$ cat config.mk
export PLATFORM = sky130hd
export DESIGN_NAME = wp_filter
export DESIGN_NICKNAME = d
export VERILOG_FILES = /design/src/rtl/wp_pkg.sv /design/src/rtl/wp_range_decode.sv /design/src/rtl/wp_endurance_override.sv /design/src/rtl/wp_byte_gate.sv /design/src/rtl/wp_filter.sv
export SDC_FILE = /design/constraint.sdc
export NUM_CORES = 1
export LEC_CHECK = 0
export ABC_AREA = 1
export BUFFER_PORTS_ARGS = -buffer_cell sky130_fd_sc_hd__buf_4
export CAP_MARGIN = 20
export CELL_PAD_IN_SITES_DETAIL_PLACEMENT = 1
export CELL_PAD_IN_SITES_GLOBAL_PLACEMENT = 2
export CORE_MARGIN = 2
export CORE_UTILIZATION = 24
export DETAILED_ROUTE_END_ITERATION = 7
export PLACE_DENSITY_LB_ADDON = 0.12
export SETUP_SLACK_MARGIN = 0.3
export SKIP_LAST_GASP = 1
export SYNTH_ARGS = -nofsm -noshare
export SYNTH_HDL_FRONTEND = slang
export SYNTH_SLANG_ARGS = --single-unit
$ cat constraint.sdc
create_clock -name vclk -period 2.25
set_clock_uncertainty 0.15 [all_clocks]
set_input_delay 0.225 -clock vclk [all_inputs]
set_output_delay 0.225 -clock vclk [all_outputs]
set_load 0.05 [all_outputs]
$ cat src/rtl/wp_pkg.sv
package wp_pkg;
    localparam int ADDR_W = 13;
    localparam int BLK_W  = 4;
    localparam int NBLK   = 1 << BLK_W;
endpackage

$ cat src/rtl/wp_range_decode.sv
module wp_range_decode #(
    parameter int BLK_W = wp_pkg::BLK_W,
    localparam int NBLK = 1 << BLK_W
) (
    input  logic [BLK_W-1:0] start_blk,
    input  logic [BLK_W-1:0] blk_cnt,
    output logic [NBLK-1:0]  range_mask
);
    localparam int EW = BLK_W + 1;

    logic [EW-1:0] lo_ext;
    logic [EW-1:0] hi_ext;

    // Extended width: start+count may exceed the last block index, which
    // clips the region at the top instead of wrapping to block 0.
    assign lo_ext = {1'b0, start_blk};
    assign hi_ext = {1'b0, start_blk} + {1'b0, blk_cnt};

    for (genvar i = 0; i < NBLK; i++) begin : g_blk
        assign range_mask[i] = (EW'(i) >= lo_ext) && (EW'(i) < hi_ext);
    end

    always_comb begin
        // never more blocks marked than requested
        assert_mask_within_count_R6: assert ($countones(range_mask) <= int'(blk_cnt))
            else $error("range mask larger than count");
        // empty region
        assert_zero_count_empty_R3: assert ((blk_cnt != '0) || (range_mask == '0))
            else $error("count zero but mask set");
        // nothing below start
        assert_below_start_clear_R5: assert ((range_mask & ((NBLK'(1) << start_blk) - NBLK'(1))) == '0)
            else $error("block below start marked");
    end
endmodule

$ cat src/rtl/wp_endurance_override.sv
module wp_endurance_override #(
    parameter int BLK_W = wp_pkg::BLK_W,
    localparam int NBLK = 1 << BLK_W
) (
    input  logic [NBLK-1:0]  range_mask,
    input  logic [BLK_W-1:0] he_blk,
    output logic [NBLK-1:0]  prot_mask
);
    for (genvar i = 0; i < NBLK; i++) begin : g_ovr
        assign prot_mask[i] = range_mask[i] && (he_blk != BLK_W'(i));
    end

    always_comb begin
        // exempt block never protected
        assert_he_exempt_R7: assert (prot_mask[he_blk] == 1'b0)
            else $error("high-endurance block protected");
        // override only removes protection
        assert_override_subset_R4: assert ((prot_mask & ~range_mask) == '0)
            else $error("override added protection");
    end
endmodule

$ cat src/rtl/wp_byte_gate.sv
module wp_byte_gate #(
    parameter int BLK_W = wp_pkg::BLK_W,
    localparam int NBLK = 1 << BLK_W
) (
    input  logic [BLK_W-1:0] blk_idx,
    input  logic [NBLK-1:0]  prot_mask,
    input  logic             wr_req,
    output logic             wr_en
);
    logic blk_locked;

    assign blk_locked = prot_mask[blk_idx];
    assign wr_en      = wr_req && !blk_locked;

    always_comb begin
        // no strobe without request
        assert_no_spurious_R2: assert (wr_req || !wr_en)
            else $error("write enable without request");
        // request into unlocked block is granted
        assert_grant_unlocked_R4: assert (!(wr_req && (prot_mask == '0)) || wr_en)
            else $error("request dropped with empty mask");
    end
endmodule

$ cat src/rtl/wp_filter.sv
module wp_filter #(
    parameter int ADDR_W = wp_pkg::ADDR_W,
    parameter int BLK_W  = wp_pkg::BLK_W
) (
    input  logic [ADDR_W-1:0] addr,
    input  logic              wr_req,
    input  logic [BLK_W-1:0]  start_blk,
    input  logic [BLK_W-1:0]  blk_cnt,
    input  logic [BLK_W-1:0]  he_blk,
    output logic              wr_en
);
    localparam int NBLK = 1 << BLK_W;

    logic [BLK_W-1:0] blk_idx;
    logic [NBLK-1:0]  range_mask;
    logic [NBLK-1:0]  prot_mask;

    // block index from the top address bits
    assign blk_idx = addr[ADDR_W-1 -: BLK_W];

    wp_range_decode #(.BLK_W(BLK_W)) u_range (
        .start_blk (start_blk),
        .blk_cnt   (blk_cnt),
        .range_mask(range_mask)
    );

    wp_endurance_override #(.BLK_W(BLK_W)) u_ovr (
        .range_mask(range_mask),
        .he_blk    (he_blk),
        .prot_mask (prot_mask)
    );

    wp_byte_gate #(.BLK_W(BLK_W)) u_gate (
        .blk_idx  (blk_idx),
        .prot_mask(prot_mask),
        .wr_req   (wr_req),
        .wr_en    (wr_en)
    );

    always_comb begin
        // addressed exempt block passes the request through
        assert_he_passes_R7: assert (!(wr_req && (blk_idx == he_blk)) || wr_en)
            else $error("exempt block write dropped");
        // zero count passes everything
        assert_zero_count_pass_R3: assert ((blk_cnt != '0) || (wr_en == wr_req))
            else $error("zero count gated a write");
    end
endmodule

==> results of run 1 <==
[through the flow]
stage	std cells	instance area, um2	power [mW]
after floorplan	138	744	0.173
after global placement	195	981	0.268
after detailed placement	195	981	0.271
after CTS	197	1050	0.298
after global routing	197	1050	0.334
final	197	1050	0.300
[layout by cell type, fill, tap and decap left out, drive strengths merged]
master and instances:
fa 1, o22ai 4, nand3 18, o22a 1
buf 28, xor2 1, ha 4, o21ai 11
inv 20, nor3 2, o221ai 1, clkinv 1
o211ai 4, nor2 22, nand4 4, nand2 39
a21oi 5
[what timing repair did]
| item | CTS | global route |
|---|---|---|
| setup endpoints to repair | 1 | 1 |
| pin swaps | 9 | 0 |
| gates resized for setup | 13 | 0 |
| cloned | 1 | 0 |
| setup buffers | 1 | 0 |
[worst paths after layout]
kind | startpoint | end | cells past startpoint
worst max-delay path | blk_cnt[2] | wr_en | 17
worst min-delay path | wr_req | wr_en | 4
[power by group]
group / total [mW] / leakage (nW) / switching (mW) / internal [mW]
logic: 0.300 / 0.513 / 0.176 / 0.124
registers: 0 / 0 / 0 / 0
clock network: 0 / 0 / 0 / 0
[area by class of cell]
cell class,count,area [um2],area share [%]
Inverter,21,81.3,7.77
Timing Repair Buffer,28,225,21.5
Tap cell,31,38.8,3.70
Multi-Input combinational cell,117,702,67.0
[logic make-up (layout without fill, tap and decap cells)]
family                   count (synthesis)  count (layout)
AND/OR/NAND/NOR                         84              85
XOR/XNOR                                 1               1
adder cells (fa/ha/maj)                  5               5
AO/OA/AOI/OAI                           26              26
buffers and inverters                   22              49
[metal layers]
metal,wire (um),global-route usage (%),vias up
met1,1210,22.6,469
li1,-,-,520
met2,1330,32.4,25
met3,95,0.223,2
met5,0,0,-
met4,19,0.997,0
==> reports/metrics.cfg, run 1 <==
[run_status]
outcome=complete, but fails checks
violations=setup timing

[timing]
finalSetupViolations=1
tns_ps=-159
worst_pin_slew_ps=286
post-route-period-util_pct=107
max_freq_mhz=415
min_period_ps=2410
grt_setup_unrepaired=true
drv_slew=0
slew_headroom_pct=80.9
holdWs_ps=671
finalHoldViolCount=0
setup_ws_ps=-159

[detailed_routing]
routed_via_density=5.16
wl_per_cell_um=13.5
drt_iter0_markers=22
vias=1016
routed_wl_um=2650
ant_nets=0
firstDrtPassIters=4
drc=0

[die]
die_area_um2=3400
start_util_pct=25.4
fp.dieW_um=58.3
core_area_um2=2780
io_pins=27
die_h_um=58.3
row_count=19

[synthesis]
synth_xor_area_share_pct=2.30
synth_most_common_cell=nand2_1
synth-compound-area-share_pct=21.6
synth_top_family_by_area=simple AND/OR/NAND/NOR gates
synth_top_area_share_pct=19.1
ys_types=22
synth_commonest_cells=36 x nand2_1, 22 x nor2_1, 18 x inv_1, 13 x nand3_1, 8 x o21ai_0
syn_area_um2=707
syn_nets=169
synth-adder-area-share_pct=9.91
syn_area_per_cell_um2=5.12
ys_warn_count=0
synth_top_cells_by_area=nand2_1 19%, nor2_1 12%, inv_1 9.6%
synth-simple-area-share_pct=54.3
yosys.area.top_type=nand2_1
synthCells=138
synth_mux_area_share_pct=0
synth-seq-area-share_pct=0

[worst_setup_path]
cp_top_family=simple AND/OR/NAND/NOR gates
critPathMaxFanout=6
cp.arrival_ps=2030
crit_chain=buf_4 > ha_2 > nand3_2 > nand3_1 > nand2_2 > nand2_2 > nand2_1 > nand2_1 > nand2_1 > nand2_1 > nand2_1 > nand3_1 > nand2_1 > nand2_1 > nand2_2 > nor2_4 > buf_6
worstSetupEndpointType=primary output
max_stage_delay_ps=430
worstSetupStartpointType=primary input
critPathBufInv=2
critPathKind=primary input to primary output
cpMaxStageDelayCell=ha_2
cp.required_ps=1880
cp_common_cell=nand2_1

[job]
max_cap_violations=0

[final_layout]
regArea_um2=0
post-route-util_pct=37.7
numSequentialCells=0
area_delta_synth_final_pct=48.1
drive_gt1_share_pct=30.7
fillers=389
diodes=0
clock_buffers=0
layout.nets=199

[place]
place_congestion=0.845
hpwl_um=2210
place_ws_ps=-246
port_buffers=18

[power]
p_leak_nw=0.513
p_per_area_nw_per_um2=286
ir_drop_v=0.000138

[grt]
grt_pass1_vias=1080
grt_pass1_wl_um=4730
antenna_found_initial=0
grt_max_degree=11
overflow=0
grt_usage_pct=17.2

[hold_path]
min_path_type=primary input to primary output

[cts]
cts_hold_buffers=0

Power figures use the tool's default switching activity.
==> run 2: changes to the inputs <==
Settings changed: PLACE_DENSITY set to 0.89, PLACE_DENSITY_LB_ADDON 0.12 to unset.
==> reports/metrics.cfg, run 2 (synthesized netlist as in run 1, its figures left out) <==
[worst_setup_path]
cp.arrival_ps=2060
critPathKind=primary input to primary output
max_stage_delay_ps=390
cpMaxStageDelayCell=fa_2
worstSetupStartpointType=primary input
critPathMaxFanout=5
cp_common_cell=nand3_1
startpoint=start_blk[0]
cp.required_ps=1880
crit_chain=buf_6 > ha_4 > fa_2 > nand3_2 > nand3_4 > inv_4 > buf_6 > nand3_1 > nand3_1 > nand3_1 > nand3_1 > nand2_1 > nand2_1 > nand2_2 > nor2_4 > buf_6
worstSetupEndpointType=primary output
crit_path_end=wr_en

[timing]
post-route-period-util_pct=108
worst_pin_slew_ps=313
min_period_ps=2440
grt_setup_unrepaired=true
setup_ws_ps=-188
slew_headroom_pct=79.0
finalSetupViolations=1
finalHoldViolCount=0
max_freq_mhz=410
drv_slew=0

[die]
core_area_um2=2780
io_pins=27
start_util_pct=25.4
row_count=19
fp.dieW_um=58.3
die_area_um2=3400
die_h_um=58.3

[detailed_routing]
route.met2.wl_um=1470
drt_iter0_markers=15
top_layer=met4
routed_via_density=5.22
ant_nets=0
wl_met1_um=1150
firstDrtPassIters=4
routed_wl_um=2700
vias=1034
drc=0
wl_per_cell_um=13.6
wl_met3_um=63

[hold_path]
min_path_type=primary input to primary output
worstHoldStart=wr_req

[final_layout]
area_delta_synth_final_pct=49.2
final_cells=198
regArea_um2=0
mostFrequentLayoutCell=nand2_1
post-route-util_pct=37.9
fillers=389
diodes=0
drive_gt1_share_pct=31.1
clock_buffers=0
layout_common_cells=34 x nand2_1, 25 x buf_4, 18 x inv_1
numSequentialCells=0
layout.nets=200

[place]
hpwl_um=2250
dp_cells=195
place_congestion=0.862
port_buffers=18

[grt]
grt_max_degree=11
antenna_found_initial=0
grt_usage_pct=17.4
grt_pass1_vias=1071
overflow=0
grt_pass1_wl_um=4780

[run_status]
violations=setup timing
outcome=complete, but fails checks

[power]
ir_drop_v=0.000124
p_leak_nw=0.517
finalPower_uw=301
p_per_area_nw_per_um2=285

[job]
max_cap_violations=0

[cts]
cts_hold_buffers=0

==> run 2: timing repair <==
action	CTS	global route
resized for setup	11	1
buffers inserted	2	0
cloned	1	0
pin swaps	8	0
setup endpoints to repair	1	1
==> run 2: metal layers <==
layer,up-vias,GRT usage (%)
met3,2,0
met2,21,34.7
met5,-,0
met4,0,0.997
li1,524,-
met1,487,21.6
==> run 2: metrics by stage <==
step	setup TNS (ps)	cell area, um2	hold WS (ps)	setup WS, ps
detailed placement	-278	981	684	-278
CTS	-187	1050	672	-187
global placement	-222	981	676	-222
floorplan	-12.3	744	451	-12.3
finish	-188	1050	669	-188
global route	-325	1050	688	-325
==> run 2: area by class of cell <==
cell class                      count  area, um2  share of cell area, %
Tap cell                           31       38.8                   3.68
Inverter                           21       81.3                   7.71
Timing Repair Buffer               29        233                   22.1
Multi-Input combinational cell    117        702                   66.5
==> run 2: power breakdown <==
| part | internal (mW) | switching, mW | leakage [nW] |
|---|---|---|---|
| registers | 0 | 0 | 0 |
| logic | 0.124 | 0.177 | 0.517 |
| clock network | 0 | 0 | 0 |
| total | 0.124 | 0.177 | 0.517 |
==> run 2: critical path, delay by kind of cell <==
kind	cells	cell delay, ps
and+or+nand+nor	10	820
adders and majority gates	2	540
buffers and inverters	4	470
==> run 2: worst min-delay path by stage <==
stage                     slack [ps]  cells after the start    end
after floorplan                  450                      2  wr_en
after global placement           680                      4  wr_en
after detailed placement         680                      4  wr_en
after CTS                        670                      4  wr_en
after global routing             690                      4  wr_en
final                            670                      4  wr_en
